## src/rtl/lpseq_pkg.sv

```systemverilog
package lpseq_pkg;

  typedef enum logic [2:0] {
    ST_INIT  = 3'd0,
    ST_STBY  = 3'd1,
    ST_ACT   = 3'd2,
    ST_SLEEP = 3'd3,
    ST_RECOV = 3'd4
  } seq_state_t;

  // number of cycles a state must last before its timer reports done
  function automatic int unsigned wait_len(seq_state_t s, int unsigned pu,
                                           int unsigned rec, int unsigned hold);
    case (s)
      ST_INIT:  return pu;
      ST_RECOV: return rec;
      ST_SLEEP: return hold;
      default:  return 1;
    endcase
  endfunction

  function automatic int unsigned max3(int unsigned a, int unsigned b, int unsigned c);
    int unsigned m;
    m = (a > b) ? a : b;
    return (m > c) ? m : c;
  endfunction

endpackage

```

## src/rtl/lpseq_timer.sv

```systemverilog
module lpseq_timer #(
  parameter int CW = 8
) (
  input  logic          clk,
  input  logic          rst_n,
  input  logic          clr,
  input  logic [CW-1:0] last,
  output logic          done
);
  logic [CW-1:0] cnt;

  always_ff @(posedge clk or negedge rst_n) begin
    if (!rst_n)           cnt <= '0;
    else if (clr)         cnt <= '0;
    else if (cnt != last) cnt <= cnt + 1'b1;
  end

  assign done = (cnt == last);
endmodule

```

## src/rtl/lpseq_valid.sv

```systemverilog
module lpseq_valid (
  input  logic clk,
  input  logic rst_n,
  input  logic dpd_enter,
  input  logic ack_ok,
  output logic data_valid
);
  always_ff @(posedge clk or negedge rst_n) begin
    if (!rst_n)         data_valid <= 1'b0;
    else if (dpd_enter) data_valid <= 1'b0;
    else if (ack_ok)    data_valid <= 1'b1;
  end

  // deep sleep entry wipes the valid flag
  assert_dpd_clears_valid_R7: assert property (@(posedge clk) disable iff (!rst_n)
    dpd_enter |=> !data_valid);
endmodule

```

## src/rtl/lpram_pwr_seq.sv

```systemverilog
module lpram_pwr_seq
  import lpseq_pkg::*;
#(
  parameter int unsigned PWRUP_CYC = 25000,
  parameter int unsigned REC_CYC   = 25000,
  parameter int unsigned HOLD_CYC  = 1250
) (
  input  logic clk,
  input  logic rst_n,
  input  logic acc_req,
  input  logic sleep_go,
  input  logic sleep_deep,
  input  logic wake_go,
  input  logic valid_ack,
  output logic ram_cs_n,
  output logic ram_lp_n,
  output logic ready,
  output logic data_valid
);
  localparam int unsigned MAXW = max3(PWRUP_CYC, REC_CYC, HOLD_CYC);
  localparam int          CW   = (MAXW < 2) ? 1 : $clog2(MAXW);

  seq_state_t st, nxt;
  logic       deep_q;
  logic       wake_pend;
  logic       tmr_done;
  logic       tmr_clr;
  logic [CW-1:0] tmr_last;

  // named internal events
  logic sleep_take;
  logic dpd_enter;
  logic ack_ok;
  logic wake_seen;

  assign sleep_take = (st == ST_STBY) && sleep_go;
  assign dpd_enter  = sleep_take && sleep_deep;
  assign wake_seen  = wake_pend || wake_go;

  always_comb begin
    nxt = st;
    case (st)
      ST_INIT:  if (tmr_done) nxt = ST_STBY;
      ST_STBY:  if (sleep_go) nxt = ST_SLEEP;
                else if (acc_req) nxt = ST_ACT;
      ST_ACT:   if (!acc_req) nxt = ST_STBY;
      ST_SLEEP: if (tmr_done && wake_seen) nxt = deep_q ? ST_RECOV : ST_STBY;
      ST_RECOV: if (tmr_done) nxt = ST_STBY;
      default:  nxt = ST_INIT;
    endcase
  end

  always_ff @(posedge clk or negedge rst_n) begin
    if (!rst_n) begin
      st        <= ST_INIT;
      deep_q    <= 1'b0;
      wake_pend <= 1'b0;
    end else begin
      st <= nxt;
      if (sleep_take) deep_q <= sleep_deep;
      if (st != ST_SLEEP) wake_pend <= 1'b0;
      else if (wake_go)   wake_pend <= 1'b1;
    end
  end

  assign tmr_clr  = (nxt != st);
  assign tmr_last = CW'(wait_len(st, PWRUP_CYC, REC_CYC, HOLD_CYC) - 1);

  lpseq_timer #(.CW(CW)) u_tmr (
    .clk   (clk),
    .rst_n (rst_n),
    .clr   (tmr_clr),
    .last  (tmr_last),
    .done  (tmr_done)
  );

  assign ram_cs_n = (st != ST_ACT);
  assign ram_lp_n = (st != ST_SLEEP);
  assign ready    = (st == ST_STBY) || (st == ST_ACT);
  assign ack_ok   = valid_ack && ready;

  lpseq_valid u_val (
    .clk        (clk),
    .rst_n      (rst_n),
    .dpd_enter  (dpd_enter),
    .ack_ok     (ack_ok),
    .data_valid (data_valid)
  );

  // chip select already high when the sleep pin falls
  assert_cs_before_lp_R3: assert property (@(posedge clk) disable iff (!rst_n)
    $fell(ram_lp_n) |-> (ram_cs_n && $past(ram_cs_n)));

  // sleep pin held low until the minimum-time timer reports done
  assert_lp_hold_R4: assert property (@(posedge clk) disable iff (!rst_n)
    (!ram_lp_n && !tmr_done) |=> !ram_lp_n);

  // retaining sleep exit gives ready at once
  assert_fast_exit_R5: assert property (@(posedge clk) disable iff (!rst_n)
    ($rose(ram_lp_n) && !deep_q) |-> ready);

  // deep sleep exit blocks ready
  assert_deep_recov_R6: assert property (@(posedge clk) disable iff (!rst_n)
    ($rose(ram_lp_n) && deep_q) |-> !ready);

  // no chip select while accesses are blocked
  assert_no_cs_when_blocked_R8: assert property (@(posedge clk) disable iff (!rst_n)
    !ready |-> ram_cs_n);
endmodule

```

## config.mk

```make
export PLATFORM = sky130hd
export DESIGN_NAME = lpram_pwr_seq
export DESIGN_NICKNAME = d
export VERILOG_FILES = /design/src/rtl/lpseq_pkg.sv /design/src/rtl/lpseq_timer.sv /design/src/rtl/lpseq_valid.sv /design/src/rtl/lpram_pwr_seq.sv
export SDC_FILE = /design/constraint.sdc
export NUM_CORES = 1
export LEC_CHECK = 0
export ABC_AREA = 0
export BUFFER_PORTS_ARGS = -buffer_cell sky130_fd_sc_hd__buf_2
export CORE_MARGIN = 1
export CORE_UTILIZATION = 40
export DETAILED_ROUTE_END_ITERATION = 10
export PLACE_DENSITY = 0.66
export RECOVER_POWER = 100
export SLEW_MARGIN = 5
export SYNTH_ARGS = -nofsm -noshare
export SYNTH_HDL_FRONTEND = slang
export SYNTH_SLANG_ARGS = --single-unit
export TNS_END_PERCENT = 5
```

## constraint.sdc

```tcl
create_clock -name clk -period 3 [get_ports clk]
set_input_delay 0 -clock clk [delete_from_list [all_inputs] [get_ports clk]]
set_output_delay 0 -clock clk [all_outputs]
set_load 0.005 [all_outputs]
```

==> summary.md <==
| Metric | Value |
|---|---|
| Status | `complete, no violations` |
| Synth cell types | `41` |
| Deepest clock path buffer count | `2` |
| Global-route wire length before repair | `~4.8 mm` |
| Final weighted congestion in routability-driven placement | `roughly 0.86` |
| Max Freq | `around 400 MHz` |
| R2R Setup Slk | `approximately 0.5 ns` |
| Antenna Nets Post-Route | `0` |
| Vias in the first global route | `1093` |
| Synth Register Bits | `21` |
| Syn. warnings | `0` |
| Max Used Layer | `met4` |
| Initial antenna violation count | `0` |
| CTS Sinks | `21` |
| Total GRT Usage | `a little under a fifth` |
| Worst hold-check path type | `in -> reg` |
| Critical path origin | `st[0]` |
| Pin count of the biggest net entering global routing | `22` |
| Share of layout cells above drive strength 1 | `~11%` |
| DR DRC count | `0` |
| Clock Skew | `0.00187 ns` |
| CP endpoint kind | `flop` |
| Clk_lat worst skew | `roughly 0.31 ns` |
| Max-cap viol count | `0` |
| Hold depth | `3` |
| I/O pin count | `11` |
| Post-synth EDFFs | `0` |
| Max-slew violations | `0` |
| # resized after CTS | `0` |
| Vias per Instance | `5.65` |
| DIE HEIGHT | `58.6 um` |
| Cell area after synthesis | `about 1300 sq um` |
| IO Port Bufs | `10` |
| Detailed placement HPWL | `between 1.5 and 2 mm` |
| Clock slew at reported path FFs | `approximately 0.13 ns` |
| Met3 routed WL | `around 100 um` |
| Worst Path Buf+Inv | `1` |
| Worst-path maximum fanout | `15` |
| Area growth syn-to-layout | `10.7%` |
| Final core occ | `a little under half` |
| Most frequent cells in the layout | `dfrtp_1 (21), a21oi_1 (16), nand2_1 (13), nor2_1 (9), xor2_1 (8)` |
| Crit-path cells | `and2b_1, and2_0, inv_1, a21oi_1, a31oi_1, o32ai_2, a211oi_1` |
| H-tree levels | `1` |
| Sequential area share after synthesis | `41.0%` |
| Final setup TNS | `0 ns` |
| Post-synth top flop | `dfrtp_1` |
| Final Hold Fails | `0` |
| WL final | `roughly 2.7 mm` |
| Cells after synthesis | `144` |
| Worst path max stage delay | `about 0.50 ns` |
| Slew @ Worst Pin | `around 1.1 ns` |
| Kind of critical path | `reg -> reg` |
| Worst EP arrival | `2.72 ns` |
| Core ar. | `between 3000 and 4000 sq um` |
| Initial drt markers | `54` |
| R2R depth | `7` |
| Post-synth ARST share | `between 90% and 100%` |
| Slowest CP cell | `dfrtp_1` |
| Starting Density | `about two fifths` |
| Minimum clock period | `between 2 and 2.5 ns` |
| FF-to-FF End | `u_tmr.cnt[0]` |
| Num CTS Buffers | `3` |
| Root Driver | `clkbuf_4` |
| CP startpoint kind | `flop` |
| RSZ-0062 raised after global routing | `false` |
| # setup viols final | `0` |
| DR pass1 iterations | `4` |
| Met1 WL | `around 1.3 mm` |
| Total global routing overflow | `0` |
| Met2 routed WL | `roughly 1.3 mm` |
| Die Area | `between 3000 and 4000 sq um` |
| Diode count | `0` |
| Syn nets | `about 150` |
| Post-CTS Repair Setup Buffers | `0` |
| Cells after DPL | `roughly 190` |
| Critical Path End | `u_tmr.cnt[0]` |
| Avg WL per Cell | `13.6 um` |
| R2r startpoint | `st[0]` |
| Rel. slew slack | `between 20% and 30%` |
| P_leak | `around 0.55 nW` |
| Die W | `a little under 60 um` |
| Required @ worst endpoint | `about 3.2 ns` |
| # rows | `20` |
| CP top delay family | `compound AO/OA/AOI/OAI gates` |
| Most common cell after layout, fill and taps aside | `dfrtp_1` |
| VDD IR max | `305 uV` |
| CTS tree | `yes` |
| Pwr/cell area | `about 600 nW/um^2` |
| Post-synthesis area per instance | `8.90 sq um` |
| Crit share post-route | `around 83%` |
| Stages on the worst setup path | `7` |
| Via count of the routed design | `1129` |
| Post-Layout Cell Count | `200` |
| Nets | `approximately 170` |
worst register-to-register path, delay by kind of cell, from the launching register on:
family                 cells  cell delay [ns]
AOI/OAI and AO/OA          4             1.24
and+or+nand+nor            2             0.46
DFF                        1             0.50
buffers and inverters      1             0.20
power breakdown:
| group | internal, mW | leakage (nW) | switching [mW] |
|---|---|---|---|
| clock | 0.0509 | 0.0139 | 0.0972 |
| combinational | 0.104 | 0.281 | 0.127 |
| sequential | 0.360 | 0.252 | 0.113 |
| total | 0.515 | 0.547 | 0.337 |
how the worst min path moves through the flow:
stage	from	end	slack (ns)
2_1_floorplan	rst_n	deep_q	-0.30
3_3_place_gp	rst_n	st[1]	-0.02
3_5_place_dp	rst_n	st[1]	-0.01
4_1_cts	sleep_go	deep_q	0.02
5_1_grt	sleep_go	deep_q	0.04
6_report	sleep_go	deep_q	0.03
sequential cells by signal, summed over array words and instances, names as in the netlist:
register,cells
st,3
u_tmr.cnt,15
wake_pend,1
u_val.data_valid,1
deep_q,1
metrics by stage:
step	cell area [sq um]	hold WS (ns)	power, mW	setup WS (ns)
finish	1420	0.0275	0.852	0.510
global route	1420	0.0428	0.922	0.281
floorplan	1280	-0.296	0.636	0.931
detailed placement	1360	-0.0129	0.706	0.575
global placement	1360	-0.0210	0.698	0.664
CTS	1430	0.0209	0.859	0.578
metal layers:
| metal | track usage (%) | vias to the layer above |
|---|---|---|
| met5 | 0 | - |
| met1 | 24.7 | 555 |
| li1 | - | 550 |
| met2 | 29.4 | 22 |
| met4 | 4.76 | 0 |
| met3 | 4.62 | 2 |
cell families (layout without fill, tap and decap cells):
group	after synthesis	count (layout)	share of synthesized area [%]
adder cells (fa/ha/maj)	1	1	0.976
buffers and inverters	11	23	3.81
multiplexers	1	1	0.879
flip-flops	21	21	41.0
XOR/XNOR	12	12	8.20
AND/OR/NAND/NOR	62	62	26.6
AO/OA/AOI/OAI	36	36	18.6
what timing repair did:
action                                 CTS  global route
hold buffers                             4             0
setup endpoints to repair                0             0
endpoints found under the hold margin   24             0
cells in the mapped netlist, types with 2 or more instances:
library cell	instances	share of area (%)
nand4_1	3	1.5
xnor2_1	4	2.7
or2_2	3	1.5
nor3_1	4	1.6
o311ai_0	2	1.4
a211o_1	2	1.4
nor3b_1	2	1.2
nand3_1	5	2.0
a21oi_1	16	6.3
nand2b_1	3	1.5
buf_2	6	2.3
nor4_1	4	2.0
a31oi_1	3	1.5
and3_1	4	2.0
o21ai_0	3	1.2
inv_1	3	0.88
or4_1	5	2.9
xor2_1	8	5.5
nand2_1	13	3.8
nor2_1	9	2.6
o31a_1	2	1.4
dfrtp_1	21	41
cell type report:
class,instances,area [sq um]
well taps,44,55.1
multi-input cells,112,699
flip-flops and latches,21,526
inverters,4,15.0
repair buffers,15,93.8
clock buffers,3,22.5
clock inverters,1,7.51
fillers,325,1630
Power figures use the tool's default switching activity.
